<file path="src/rtl/pbk_pkg.sv">
package pbk_pkg;

    typedef enum logic [3:0] {
        SEL_NONE,
        SEL_OUT_ST,
        SEL_IN_ST,
        SEL_OUT_SET,
        SEL_OUT_CLR,
        SEL_EVT_ST,
        SEL_MSK_SET,
        SEL_MSK_CLR,
        SEL_PIN_CFG
    } reg_sel_e;

    typedef struct packed {
        logic     wr;
        logic     rd;
        reg_sel_e sel;
    } access_t;

    localparam int OFS_OUT_ST  = 32'h000;
    localparam int OFS_IN_ST   = 32'h020;
    localparam int OFS_OUT_SET = 32'h040;
    localparam int OFS_OUT_CLR = 32'h060;
    localparam int OFS_EVT_ST  = 32'h080;
    localparam int OFS_MSK_SET = 32'h0A0;
    localparam int OFS_MSK_CLR = 32'h0C0;
    localparam int OFS_PIN_CFG = 32'h100;

    localparam int DIR_BIT = 0;

    function automatic int bank_reg_addr(input int ofs, input int bank);
        return ofs + 4 * bank;
    endfunction

    function automatic int cfg_addr(input int bank, input int pins, input int pin);
        return OFS_PIN_CFG + 4 * (bank * pins + pin);
    endfunction

endpackage

</file>
<file path="src/rtl/pbk_decode.sv">
module pbk_decode
    import pbk_pkg::*;
#(
    parameter int ADDR_W   = 12,
    parameter int PINS     = 32,
    parameter int BANK_IDX = 1,
    parameter int PIDX_W   = $clog2(PINS)
) (
    input  logic [ADDR_W-1:0] addr,
    output reg_sel_e          sel,
    output logic [PIDX_W-1:0] pin
);
    localparam logic [ADDR_W-1:0] A_OUT_ST  = ADDR_W'(bank_reg_addr(OFS_OUT_ST,  BANK_IDX));
    localparam logic [ADDR_W-1:0] A_IN_ST   = ADDR_W'(bank_reg_addr(OFS_IN_ST,   BANK_IDX));
    localparam logic [ADDR_W-1:0] A_OUT_SET = ADDR_W'(bank_reg_addr(OFS_OUT_SET, BANK_IDX));
    localparam logic [ADDR_W-1:0] A_OUT_CLR = ADDR_W'(bank_reg_addr(OFS_OUT_CLR, BANK_IDX));
    localparam logic [ADDR_W-1:0] A_EVT_ST  = ADDR_W'(bank_reg_addr(OFS_EVT_ST,  BANK_IDX));
    localparam logic [ADDR_W-1:0] A_MSK_SET = ADDR_W'(bank_reg_addr(OFS_MSK_SET, BANK_IDX));
    localparam logic [ADDR_W-1:0] A_MSK_CLR = ADDR_W'(bank_reg_addr(OFS_MSK_CLR, BANK_IDX));
    localparam logic [ADDR_W-1:0] A_CFG_LO  = ADDR_W'(cfg_addr(BANK_IDX, PINS, 0));
    localparam logic [ADDR_W-1:0] A_CFG_SPAN = ADDR_W'(4 * PINS);

    logic [ADDR_W-1:0] rel;
    assign rel = addr - A_CFG_LO;
    assign pin = rel[PIDX_W+1:2];

    always_comb begin
        sel = SEL_NONE;
        case (addr)
            A_OUT_ST:  sel = SEL_OUT_ST;
            A_IN_ST:   sel = SEL_IN_ST;
            A_OUT_SET: sel = SEL_OUT_SET;
            A_OUT_CLR: sel = SEL_OUT_CLR;
            A_EVT_ST:  sel = SEL_EVT_ST;
            A_MSK_SET: sel = SEL_MSK_SET;
            A_MSK_CLR: sel = SEL_MSK_CLR;
            default: begin
                if (rel < A_CFG_SPAN && rel[1:0] == 2'b00)
                    sel = SEL_PIN_CFG;
            end
        endcase
    end

endmodule

</file>
<file path="src/rtl/pbk_sync.sv">
module pbk_sync #(
    parameter int W      = 32,
    parameter int STAGES = 2
) (
    input  logic         clk,
    input  logic         rst,
    input  logic [W-1:0] d,
    output logic [W-1:0] q
);
    logic [W-1:0] stg [STAGES];

    always_ff @(posedge clk) begin
        if (rst) begin
            for (int s = 0; s < STAGES; s++) stg[s] <= '0;
        end else begin
            stg[0] <= d;
            for (int s = 1; s < STAGES; s++) stg[s] <= stg[s-1];
        end
    end

    assign q = stg[STAGES-1];

endmodule

</file>
<file path="src/rtl/pbk_irq.sv">
module pbk_irq #(
    parameter int PINS = 32
) (
    input  logic            clk,
    input  logic            rst,
    input  logic [PINS-1:0] evt,
    input  logic            stat_clr_we,
    input  logic            msk_set_we,
    input  logic            msk_clr_we,
    input  logic [PINS-1:0] wdata,
    output logic [PINS-1:0] status,
    output logic [PINS-1:0] mask,
    output logic            irq
);
    logic [PINS-1:0] clr_bits;
    assign clr_bits = stat_clr_we ? wdata : '0;

    always_ff @(posedge clk) begin
        if (rst) begin
            status <= '0;
            mask   <= '1;
        end else begin
            // new events are ORed after the clear so they always win
            status <= (status & ~clr_bits) | evt;
            if (msk_set_we)
                mask <= mask | wdata;
            else if (msk_clr_we)
                mask <= mask & ~wdata;
        end
    end

    assign irq = |(status & ~mask);

    p_evt_sticky_r6: assert property (@(posedge clk) disable iff (rst)
        (|evt) |=> ((status & $past(evt)) == $past(evt)));

    p_fall_needs_clear_r6: assert property (@(posedge clk) disable iff (rst)
        (|($past(status) & ~status)) |-> $past(stat_clr_we));

    p_evt_wins_r7: assert property (@(posedge clk) disable iff (rst)
        (stat_clr_we && |(evt & wdata)) |=> ((status & $past(evt)) == $past(evt)));

    p_mask_set_r8: assert property (@(posedge clk) disable iff (rst)
        msk_set_we |=> ((mask & $past(wdata)) == $past(wdata)));

    p_mask_clr_r8: assert property (@(posedge clk) disable iff (rst)
        msk_clr_we |=> ((mask & $past(wdata)) == '0));

endmodule

</file>
<file path="src/rtl/pbk_pins.sv">
module pbk_pins
    import pbk_pkg::*;
#(
    parameter int PINS   = 32,
    parameter int CTRL_W = 9,
    parameter int PIDX_W = $clog2(PINS)
) (
    input  logic              clk,
    input  logic              rst,
    input  logic              out_set_we,
    input  logic              out_clr_we,
    input  logic              cfg_we,
    input  logic [PIDX_W-1:0] cfg_pin,
    input  logic [PINS-1:0]   out_data,
    input  logic [CTRL_W-1:0] cfg_data,
    output logic [PINS-1:0]   out_q,
    output logic [PINS-1:0]   dir_in,
    output logic [CTRL_W-1:0] cfg_rd
);
    logic [CTRL_W-1:0] cfg_q [PINS];

    generate
        for (genvar p = 0; p < PINS; p++) begin : g_cfg
            always_ff @(posedge clk) begin
                if (rst)
                    cfg_q[p] <= CTRL_W'(1);
                else if (cfg_we && cfg_pin == PIDX_W'(p))
                    cfg_q[p] <= cfg_data;
            end
            assign dir_in[p] = cfg_q[p][DIR_BIT];
        end
    endgenerate

    assign cfg_rd = cfg_q[cfg_pin];

    always_ff @(posedge clk) begin
        if (rst)
            out_q <= '0;
        else if (out_set_we)
            out_q <= out_q | out_data;
        else if (out_clr_we)
            out_q <= out_q & ~out_data;
    end

    p_out_hold_r2: assert property (@(posedge clk) disable iff (rst)
        !(out_set_we || out_clr_we) |=> $stable(out_q));

    p_out_clr_r3: assert property (@(posedge clk) disable iff (rst)
        out_clr_we |=> ((out_q & $past(out_data)) == '0));

endmodule

</file>
<file path="src/rtl/pin_bank_ctrl.sv">
module pin_bank_ctrl
    import pbk_pkg::*;
#(
    parameter int PINS        = 32,
    parameter int DATA_W      = 32,
    parameter int ADDR_W      = 12,
    parameter int CTRL_W      = 9,
    parameter int BANK_IDX    = 1,
    parameter int SYNC_STAGES = 2
) (
    input  logic              clk,
    input  logic              rst,
    input  logic              bus_req,
    input  logic              bus_we,
    input  logic [ADDR_W-1:0] bus_addr,
    input  logic [DATA_W-1:0] bus_wdata,
    output logic [DATA_W-1:0] bus_rdata,
    input  logic              wr_allow,
    input  logic [PINS-1:0]   pin_in,
    input  logic [PINS-1:0]   pin_evt,
    output logic [PINS-1:0]   pin_out,
    output logic [PINS-1:0]   pin_oe,
    output logic              bank_irq
);
    localparam int PIDX_W = $clog2(PINS);

    access_t           acc;
    reg_sel_e          sel;
    logic [PIDX_W-1:0] pin_idx;
    logic [PINS-1:0]   in_sync, out_q, dir_in, status, mask;
    logic [CTRL_W-1:0] cfg_rd;

    pbk_decode #(.ADDR_W(ADDR_W), .PINS(PINS), .BANK_IDX(BANK_IDX), .PIDX_W(PIDX_W)) i_decode (
        .addr (bus_addr),
        .sel  (sel),
        .pin  (pin_idx)
    );

    assign acc.wr  = bus_req && bus_we && wr_allow;
    assign acc.rd  = bus_req && !bus_we;
    assign acc.sel = sel;

    pbk_sync #(.W(PINS), .STAGES(SYNC_STAGES)) i_sync (
        .clk (clk),
        .rst (rst),
        .d   (pin_in),
        .q   (in_sync)
    );

    pbk_pins #(.PINS(PINS), .CTRL_W(CTRL_W), .PIDX_W(PIDX_W)) i_pins (
        .clk        (clk),
        .rst        (rst),
        .out_set_we (acc.wr && acc.sel == SEL_OUT_SET),
        .out_clr_we (acc.wr && acc.sel == SEL_OUT_CLR),
        .cfg_we     (acc.wr && acc.sel == SEL_PIN_CFG),
        .cfg_pin    (pin_idx),
        .out_data   (bus_wdata[PINS-1:0]),
        .cfg_data   (bus_wdata[CTRL_W-1:0]),
        .out_q      (out_q),
        .dir_in     (dir_in),
        .cfg_rd     (cfg_rd)
    );

    pbk_irq #(.PINS(PINS)) i_irq (
        .clk         (clk),
        .rst         (rst),
        .evt         (pin_evt),
        .stat_clr_we (acc.wr && acc.sel == SEL_EVT_ST),
        .msk_set_we  (acc.wr && acc.sel == SEL_MSK_SET),
        .msk_clr_we  (acc.wr && acc.sel == SEL_MSK_CLR),
        .wdata       (bus_wdata[PINS-1:0]),
        .status      (status),
        .mask        (mask),
        .irq         (bank_irq)
    );

    assign pin_out = out_q;
    assign pin_oe  = ~dir_in;

    always_ff @(posedge clk) begin
        if (rst) begin
            bus_rdata <= '0;
        end else if (acc.rd) begin
            case (acc.sel)
                SEL_OUT_ST:  bus_rdata <= DATA_W'(out_q);
                SEL_IN_ST:   bus_rdata <= DATA_W'(in_sync);
                SEL_EVT_ST:  bus_rdata <= DATA_W'(status);
                SEL_MSK_SET,
                SEL_MSK_CLR: bus_rdata <= DATA_W'(mask);
                SEL_PIN_CFG: bus_rdata <= DATA_W'(cfg_rd);
                default:     bus_rdata <= '0;
            endcase
        end
    end

    p_locked_r10: assert property (@(posedge clk) disable iff (rst)
        (bus_req && bus_we && !wr_allow) |=> ($stable(pin_out) && $stable(pin_oe)));

    p_irq_quiet_r9: assert property (@(posedge clk) disable iff (rst)
        (status == '0) |-> !bank_irq);

endmodule

</file>
<file path="config.mk">
export PLATFORM = sky130hd
export DESIGN_NAME = pin_bank_ctrl
export DESIGN_NICKNAME = d
export VERILOG_FILES = /design/src/rtl/pbk_pkg.sv /design/src/rtl/pbk_decode.sv /design/src/rtl/pbk_sync.sv /design/src/rtl/pbk_irq.sv /design/src/rtl/pbk_pins.sv /design/src/rtl/pin_bank_ctrl.sv
export SDC_FILE = /design/constraint.sdc
export NUM_CORES = 1
export LEC_CHECK = 0
export BUFFER_PORTS_ARGS = -buffer_cell sky130_fd_sc_hd__buf_2
export CAP_MARGIN = 20
export CORE_MARGIN = 2
export CORE_UTILIZATION = 60
export CTS_CLUSTER_SIZE = 20
export DETAILED_ROUTE_END_ITERATION = 6
export HOLD_SLACK_MARGIN = 0.06
export PLACE_DENSITY = 0.77
export SYNTH_ARGS = -nofsm -noshare
export SYNTH_HDL_FRONTEND = slang
export SYNTH_SLANG_ARGS = --single-unit
export TNS_END_PERCENT = 1
</file>
<file path="constraint.sdc">
create_clock -name clk -period 6.4 [get_ports clk]
set_clock_uncertainty 0.1 [all_clocks]
set_input_delay 0.32 -clock clk [delete_from_list [all_inputs] [get_ports clk]]
set_output_delay 0.32 -clock clk [all_outputs]
set_load 0.05 [all_outputs]
</file>
Yosys cells after proc, flatten, opt, wreduce, memory -nomap -nowiden:

Memory sizes are Yosys's and may differ from the RTL's.
Index checks and enable logic that the tools add are counted.

* mux-type cells: 141
* bitwise gates (word level): 45
* magnitude comparators: 1
* add/subtract/negate cells: 1
* equality and inequality tests: 46
* reductions and logical operators: 49

Operator list (count)
* 9-bit two-way mux: 32
* 32-bit two-way mux: 7
* 32-bit one-hot mux with 5 select lines: 1
* 32-bit bitwise AND: 4
* 32-bit NOT: 4
* 1-bit two-way mux: 99
* 32-bit OR: 3
* 5-bit == test (second input constant): 16
* 1-bit logical AND: 42
* 5-bit by 4-bit == test with 1-bit output (second input constant): 8
* 12-bit by 8-bit == test with 1-bit output (second input constant): 3
* 1-bit OR: 34
* 32-bit OR reduction: 1
* 4-bit one-hot mux with 7 select lines: 1
* 12-bit by 7-bit == test with 1-bit output (second input constant): 2
* 5-bit by 3-bit == test with 1-bit output (second input constant): 4
* 4-bit by 3-bit == test with 1-bit output (second input constant): 4
* 12-bit by 3-bit == test with 1-bit output (second input constant): 1
* 12-bit by 6-bit == test with 1-bit output (second input constant): 1
* 12-bit by 8-bit < comparator with 1-bit output (second input constant): 1
* 12-bit by 9-bit subtractor with 12-bit output (second input constant): 1
* 5-bit by 2-bit == test with 1-bit output (second input constant): 2
* 4-bit by 2-bit == test with 1-bit output (second input constant): 2
* 5-bit by 1-bit == test with 1-bit output (second input constant): 1
* 8 further kinds: 9

* memory bits (writable): 352
* flip-flop bits (word level): 128
* output and inout bits: 97
* memories kept: 2

Memories
* i_pins.cfg_q: depth 32, width 9, read ports 33, clocked after Yosys merged registers in 0, wr ports 32, line pbk_pins.sv:20 `logic [CTRL_W-1:0] cfg_q [PINS];`
* i_sync.stg: depth 2, width 32, read ports 2, clocked after Yosys merged registers in 0, wr ports 2, line pbk_sync.sv:10 `logic [W-1:0] stg [STAGES];`

Logic depth before layout (Yosys ltp):

Gate-level depths: netlist (run 1).

* depth after elaboration: 12
* depth in mapped cells: 10

Hierarchy:

A second synthesis (run 1) with hierarchy kept.

* cells, all modules: 1964
* area total of the unflattened synthesis: 22391.5 um^2

By module, submodules not included
* pbk_pins: area each 15198.3 um^2, seq. area each 9288.9 um^2, cells each 1183, instances 1
* pbk_irq: area each 2468.6 um^2, seq. area each 1281.2 um^2, cells each 293, instances 1
* pin_bank_ctrl: area each 2413.6 um^2, seq. area each 640.6 um^2, cells each 301, instances 1
* pbk_sync: area each 2158.3 um^2, seq. area each 1281.2 um^2, cells each 167, instances 1
* pbk_decode: area each 152.6 um^2, seq. area each 0.0 um^2, cells each 20, instances 1

Worst setup path before layout (run 1):

No wires, ideal clock.

* path kind: input to register
* start point: input port bus_addr[11]
* end point: memory i_pins.cfg_q[0][0], enable pin
* setup time: 403 ps
* data arrival time: 2745 ps
* stages: 6
* setup slack: 3153 ps
* data required time: 5897 ps
* path through: or3_4 or3_4 or2_1 buf_2 clkbuf_1 o41ai_1

RTL lines
* from (decl): line pin_bank_ctrl.sv:15 `input logic [ADDR_W-1:0] bus_addr,`
* to (decl): line pbk_pins.sv:20

==> results by group, run 1 <==
Cells and area
  • Layout area overhead: 20.3%
  • Cell Count, Final, Fillers Out: 2597
  • Combined area of the multi-input logic cells: a little over 8000 um2
  • Most frequent cells in the layout: edfxtp_1 (288), buf_2 (206), dfxtp_1 (192), nor3_1 (185), dlygate4sd3_1 (127)
  • Seq. cell area: between 10000 and 15000 um2
  • Fill cells: 2221
  • Most common cell after layout, fill and taps aside: edfxtp_1
  • Share of cells above drive strength 1: approximately a quarter
  • Fin nets: about 2200

Synthesis
  • Async SR Flop Fraction: 0%
  • Synth Area in Adders: less than 1%
  • Post-synth EDFFs: 288
  • Yosys cell types: 59
  • Synth warn: 0
  • Synth Area in XOR/XNOR: less than 1%
  • Most common flop cell mapped by yosys: edfxtp_1
  • Avg Inst Size Synth: approximately 12 um2
  • Synth Area in Compound Gates: between 10% and 20%
  • Main combinational cell family by area after synthesis: simple AND/OR/NAND/NOR gates
  • Syn Inst Count: 1822
  • Sequential-to-total area share from yosys stat: 57.8%
  • Synthesized net count: approximately 1900
  • FF+latch count, synth: 480
  • Simple logic cell fraction of the synthesized area: between 10% and 20%
  • Mux cell area share after synthesis: 8.77%
  • Mapped cell area: 21600 um2

Critical path
  • Crit path capture type: flop
  • Critical Path RT: roughly 6.6 ns
  • Worst-path cell with the longest stage delay: or4_4
  • Worst-path fanout max: 95
  • CP peak stage delay: 0.86 ns
  • CP Cell Sequence: buf_2 -> ha_1 -> or3_4 -> or2_1 -> buf_4 -> or4_4 -> buf_12 -> or3_1
  • Crit path max-delay family: simple AND/OR/NAND/NOR gates
  • Critical path class: primary input to flop
  • Crit path buffers/inverters: 3
  • Startpoint class of the critical path: primary input
  • Arrival time at the worst endpoint: 3.59 ns

STA
  • Hold violation count in the final report: 0
  • Least-Margin Pin Slew: 1.09 ns
  • Crit path time final: 3.36 ns
  • Pins over their slew limit: 0
  • # setup viols final: 0
  • Relative slew slack: around a quarter
  • RSZ-0062 raised after global routing: false
  • Final period utilization: between 50% and 60%
  • Fmax: between 200 and 300 MHz
  • TNS Setup: 0 ns

Clock network
  • Clock buffer depth: 3
  • Skew-Pair Late Insertion Delay: around 0.6 ns
  • Total CTS buffers: 48
  • Total clock sinks: 480
  • CTS root buffer: clkbuf_16
  • Clock Pin Slew Worst Setup and Hold Paths: around 0.06 ns
  • Cts repair resizes: 0
  • Htree depth: 2
  • CTS tree: yes

Pwr
  • PwrDens: 266 nW/um2
  • Leakage: about 9 nW
  • Tot Pwr: 6.93 mW
  • Maximum VDD drop: between 200 and 250 uV

Detailed routing
  • Remaining antenna violation count: 0
  • Vias per Instance: ~6.6
  • WL final: around 66000 um
  • Routed wire per std cell: between 20 and 30 um
  • Vias post-DR: 17200
  • Initial DRC Count: approximately 2300
  • Drt first pass iters: 6
  • DRC viols: 0

Placement
  • Global placer's final weighted congestion: roughly 0.95
  • I/O Buffers: ~210
  • Detailed Place HPWL: 39100 um
  • Placed cell count: approximately 2400

Floorplan
  • Die Wd: 194 um
  • CORE AREA: approximately 35000 um2
  • Row cnt: between 60 and 70
  • Starting density of the core: between 60% and 70%
  • Ports: between 200 and 250
  • Die extent in y: roughly 190 um
  • Die area: between 30000 and 40000 um2

Global routing
  • Initial antenna violation count: 12
  • GRT Residual Overflow: 0
  • Largest net degree at the start of global routing: approximately 100
  • Global Route Usage Sum: a little over a third
  • Global-route wire length before repair: ~100000 um
  • Vias in the first global route: 16900

Status
  • Status: finished, final reports clean

Hold path
  • HP Class: primary input to flop

Flow run
  • Max-Cap Viols: 0
==> metrics by stage <==
stage	utilization [%]	hold WS (ns)	cell area [um2]	setup WS [ns]
global route	73.3	0.162	26000	2.96
finish	73.3	0.107	26000	3.04
CTS	73.0	0.117	25900	2.87
floorplan	-	0.314	21600	3.15
detailed placement	65.0	0.320	23100	2.43
global placement	65.0	0.320	23000	2.55
==> path summary, 6_finish.rpt <==
| kind | slack [ns] | depth (start not counted) | endpoint | from |
|---|---|---|---|---|
| min reg2reg | 0.34 | 1 | i_sync.stg[0][37]$_SDFF_PP0_ | i_sync.stg[0][5]$_SDFF_PP0_ |
| max | 3.04 | 8 | i_pins.cfg_q[15][0]$_SDFFCE_PN1P_ | bus_addr[7] |
| min | 0.11 | 2 | i_sync.stg[0][7]$_SDFF_PP0_ | rst |
| max reg2reg | 4.33 | 5 | bus_rdata[3]$_SDFFE_PP0P_ | i_pins.cfg_q[24][3]$_SDFFCE_PN0P_ |
==> cell type report <==
class	instances	share of cell area [%]
repair buffers	412	11.3
clock inverters	30	1.17
diodes	10	0.0962
flip-flops and latches	480	48.0
clock buffers	56	4.81
well taps	461	2.22
multi-input cells	1049	30.9
inverters	99	1.43
==> kinds of logic (layout without fill, tap and decap cells) <==
family,count (synthesis),count (layout)
buffers and inverters,293,597
flip-flops,480,480
other,0,10
adder cells (fa/ha/maj),1,1
XOR/XNOR,3,3
AO/OA/AOI/OAI,311,311
AND/OR/NAND/NOR,636,636
multiplexers,98,98
==> worst register-to-register path, cell delays in order (launching register included) <==
cell and delay (ns):
edfxtp_1 0.38, mux4_2 0.50, mux4_2 0.47, nand2_1 0.07
o21ai_0 0.18, a22o_1 0.25
==> repair_timing <==
item / in CTS / in global routing
endpoints found under the hold margin: 127 / 0
hold buffers: 127 / 0
buffers inserted: 0 / 0
==> synth_stat cells, drive strengths merged, types with 3 or more instances <==
cell | number | area [um2]
mux4 | 73 | 1640
nand4 | 5 | 31.3
nand2b | 5 | 31.3
or4 | 4 | 33.8
inv | 99 | 372
o32ai | 3 | 26.3
buf | 53 | 347
nor4 | 6 | 50.0
a221oi | 25 | 219
a22o | 3 | 26.3
dfxtp | 192 | 3840
nand2 | 94 | 353
nand3 | 45 | 225
o2bb2ai | 26 | 228
a21o | 4 | 30.0
clkbuf | 141 | 529
o21ai | 45 | 225
o41ai | 16 | 140
or3 | 36 | 235
mux2i | 23 | 230
nor3 | 285 | 1930
a22oi | 31 | 233
a21oi | 73 | 365
a211oi | 5 | 37.5
a31oi | 5 | 31.3
nand3b | 3 | 22.5
nor2b | 72 | 450
nor2 | 65 | 244
a32oi | 3 | 26.3
o22ai | 15 | 93.8
o31ai | 16 | 120
edfxtp | 288 | 8650
nor3b | 3 | 22.5
nor4bb | 3 | 30.0
a221o | 33 | 330
==> layer usage <==
metal  vias up  part of all wire (%)  global-route usage [%]
met3       284                    12                    8.52
met2      1269                    46                    53.7
met1      8318                    37                    46.4
li1       7352                     -                       -
met4         2                   5.2                    17.0
met5         -                 0.020                       0
==> report_power, final <==
part	total (mW)	switching [mW]	internal [mW]
sequential	3.45	0.0545	3.39
combinational	0.647	0.400	0.248
clock	2.83	1.22	1.61
total	6.93	1.68	5.25
Note: power is estimated with default switching activity, not from simulation.
==> run 2: changes to the inputs <==
CORE_UTILIZATION = 54   (was 60)
PLACE_DENSITY = 0.73   (was 0.77)
clock period = 2.9 ns   (was 6.4 ns; I/O delays follow)
==> run 2 against run 1 <==
Net effect: the run now ends with design-rule violations left; design area rose by 2.7%; clock power increased by 120%; sequential power up 120%; via count rose by 0.49%; wire length grew 1.6%; non-clock buffer count rose by 75.
==> results by group, run 2 (synthesis results as in run 1) <==
STA
  • Least-Margin Pin Slew: 0.909 ns (-0.183 ns)
  • Relative slew slack: 39.2% (+13 points)
  • Fmax: approximately 360 MHz
  • Pins over their slew limit: 0 (unchanged)
  • Hold violation count in the final report: 0 (unchanged)
  • Final period utilization: ~95%
  • # setup viols final: 0 (unchanged)
  • RSZ-0062 raised after global routing: false
  • Crit path time final: 2.76 ns
  • TNS Setup: 0 ns (unchanged)

Floorplan
  • Die area: 41600 um2 (+11%)
  • Die extent in y: 204 um (+5.3%)
  • Starting density of the core: 54.5% (-6.4 points)
  • Ports: 210 (unchanged)
  • Die Wd: 204 um (+5.3%)
  • Row cnt: 73 (+5.8%)
  • CORE AREA: 39600 um2 (+12%)

Global routing
  • Global Route Usage Sum: 32.0% (-2.8 points)
  • GRT Residual Overflow: 0 (unchanged)
  • Largest net degree at the start of global routing: 60 (-41%)
  • Global-route wire length before repair: 100000 um (-0.42%)
  • Vias in the first global route: 16700 (-1.2%)
  • Initial antenna violation count: 1 (-11)

Critical path
  • Worst-path fanout max: 39 (-59%)
  • Worst-path cell with the longest stage delay: or4b_4
  • CP peak stage delay: 0.57 ns (-0.29 ns)
  • Critical Path RT: 3.30 ns (-3.33 ns)
  • Crit path buffers/inverters: 5 (+2)
  • Startpoint class of the critical path: primary input
  • Crit path max-delay family: buffers and inverters
  • Flop2flop setup slack: 0.71 ns (-3.62 ns)
  • Crit path capture type: flop
  • CP Cell Sequence: buf_4 -> buf_12 -> or4b_4 -> nor4_4 -> buf_4 -> nand3_1 -> a21oi_1 -> dlygate4sd3_1 -> nor2_1 -> dlygate4sd3_1
  • Arrival time at the worst endpoint: 3.17 ns (-0.42 ns)
  • Critical path class: primary input to flop

Placement
  • I/O Buffers: 209 (unchanged)
  • Global placer's final weighted congestion: 0.939 (-1.4%)
  • Detailed Place HPWL: 42300 um (+8.2%)
  • Cell Area, Placed: 23700 um2 (+2.6%)

Pwr
  • Internal: 11.6 mW (+120%)
  • Logic pwr share: 9.8% (+0.5 points)
  • Switching portion of total power: 24.3% (+0.11 points)
  • Tot Pwr: 15.3 mW (+120%)
  • Leakage: 9.41 nW (+4.2%)
  • PwrDens: 572 nW/um2 (+110%)
  • Net switching power: 3.71 mW (+120%)
  • Maximum VDD drop: 532 uV (+120%)
  • Sequential share of power: 49.9% (about the same)
  • Part of the power in the clock network: 40.3% (-0.6 points)

Cells and area
  • Share of cells above drive strength 1: 27.9% (+1.6 points)
  • Layout area overhead: 23.6%
  • Post-route cell area: 26700 um2 (+2.7%)
  • Most common cell after layout, fill and taps aside: edfxtp_1
  • Most frequent cells in the layout: edfxtp_1 (288), buf_2 (206), dfxtp_1 (192), nor3_1 (185), dlygate4sd3_1 (148)
  • Fin nets: 2280 (+3.4%)

Clock network
  • Clock Pin Slew Worst Setup and Hold Paths: 0.06 ns (about the same)
  • CTS root buffer: clkbuf_16
  • Htree depth: 2 (unchanged)
  • Total CTS buffers: 49 (+2.1%)
  • Clock buffer depth: 3 (unchanged)
  • Total clock sinks: 480 (unchanged)
  • Skew-Pair Late Insertion Delay: 0.62 ns (+0.02 ns)
  • CTS tree: yes

Hold path
  • HP Class: primary input to flop

Detailed routing
  • Vias per Instance: 6.34 (-4.4%)
  • WL final: 67000 um (+1.6%)
  • Initial DRC Count: 2585 (+11%)
  • Routed wire per std cell: 24.5 um (-3.4%)
  • Vias post-DR: 17300 (+0.49%)
  • Remaining antenna violation count: 0 (unchanged)
  • Drt first pass iters: 7 (+1)
  • DRC viols: 1 (+1)

Status
  • Violated checks: design-rule violations
  • Status: complete, but fails checks

Flow run
  • Max-Cap Viols: 0 (unchanged)
-- run 2: final timing paths --
path / cells past startpoint / endpoint / start
setup / recovery: 10 / i_irq.status[14]$_SDFF_PP0_ / bus_addr[2]
hold / removal: 5 / bus_rdata[30]$_SDFFE_PP0P_ / bus_addr[11]
setup reg to reg: 5 / bus_rdata[3]$_SDFFE_PP0P_ / i_pins.cfg_q[0][3]$_SDFFCE_PN0P_
hold reg to reg: 1 / i_sync.stg[0][58]$_SDFF_PP0_ / i_sync.stg[0][26]$_SDFF_PP0_
-- run 2: cell type report --
type	count	area, um2
Multi-Input combinational cell	1049	8050
Tap cell	525	657
Antenna cell	1	2.50
Inverter	99	372
Sequential cell	480	12500
Clock inverter	21	150
Clock buffer	69	1400
Timing Repair Buffer	487	3590
Fill cell	2849	12900
-- run 2: power groups by stage --
stage | Combinational [mW] | Sequential (mW) | Clock, mW
after floorplan | 0.756 | 7.72 | 0
after global placement | 1.28 | 7.74 | 0
after detailed placement | 1.29 | 7.76 | 0
after CTS | 1.46 | 7.62 | 6.18
after global routing | 1.57 | 7.64 | 6.45
final | 1.50 | 7.62 | 6.15
-- run 2: repair_timing --
| item | in CTS | in global routing |
|---|---|---|
| hold buffers | 148 | 0 |
| endpoints found under the hold margin | 144 | 0 |
| setup endpoints to repair | 0 | 3 |
| resized for setup | 0 | 1 |
| buffers inserted | 0 | 0 |
-- run 2: per-layer routing --
metal	track usage [%]	wire, um	vias up
met5	0	0	-
met4	13.9	3070	0
met3	7.03	8160	229
met2	48.0	30400	1223
met1	44.8	25400	8369
li1	-	-	7489
-- run 2: worst min-delay path, delay by kind of cell --
family	cells	cell delay, ns
AOI/OAI and AO/OA	1	0.10
buffers and inverters	1	0.09
and+or+nand+nor	3	0.45
-- run 2: per-stage QoR --
stage | utilization [%] | worst slack [ns] | hold slack [ns] | cells
global placement | 59.7 | 0.0794 | 0.250 | 2492
detailed placement | 59.7 | 0.00504 | 0.258 | 2492
CTS | 67.4 | 0.0929 | 0.0741 | 2730
global route | 67.4 | 0.00852 | 0.149 | 2731
floorplan | - | -0.172 | 0.162 | 1822
finish | 67.4 | 0.137 | 0.117 | 2731
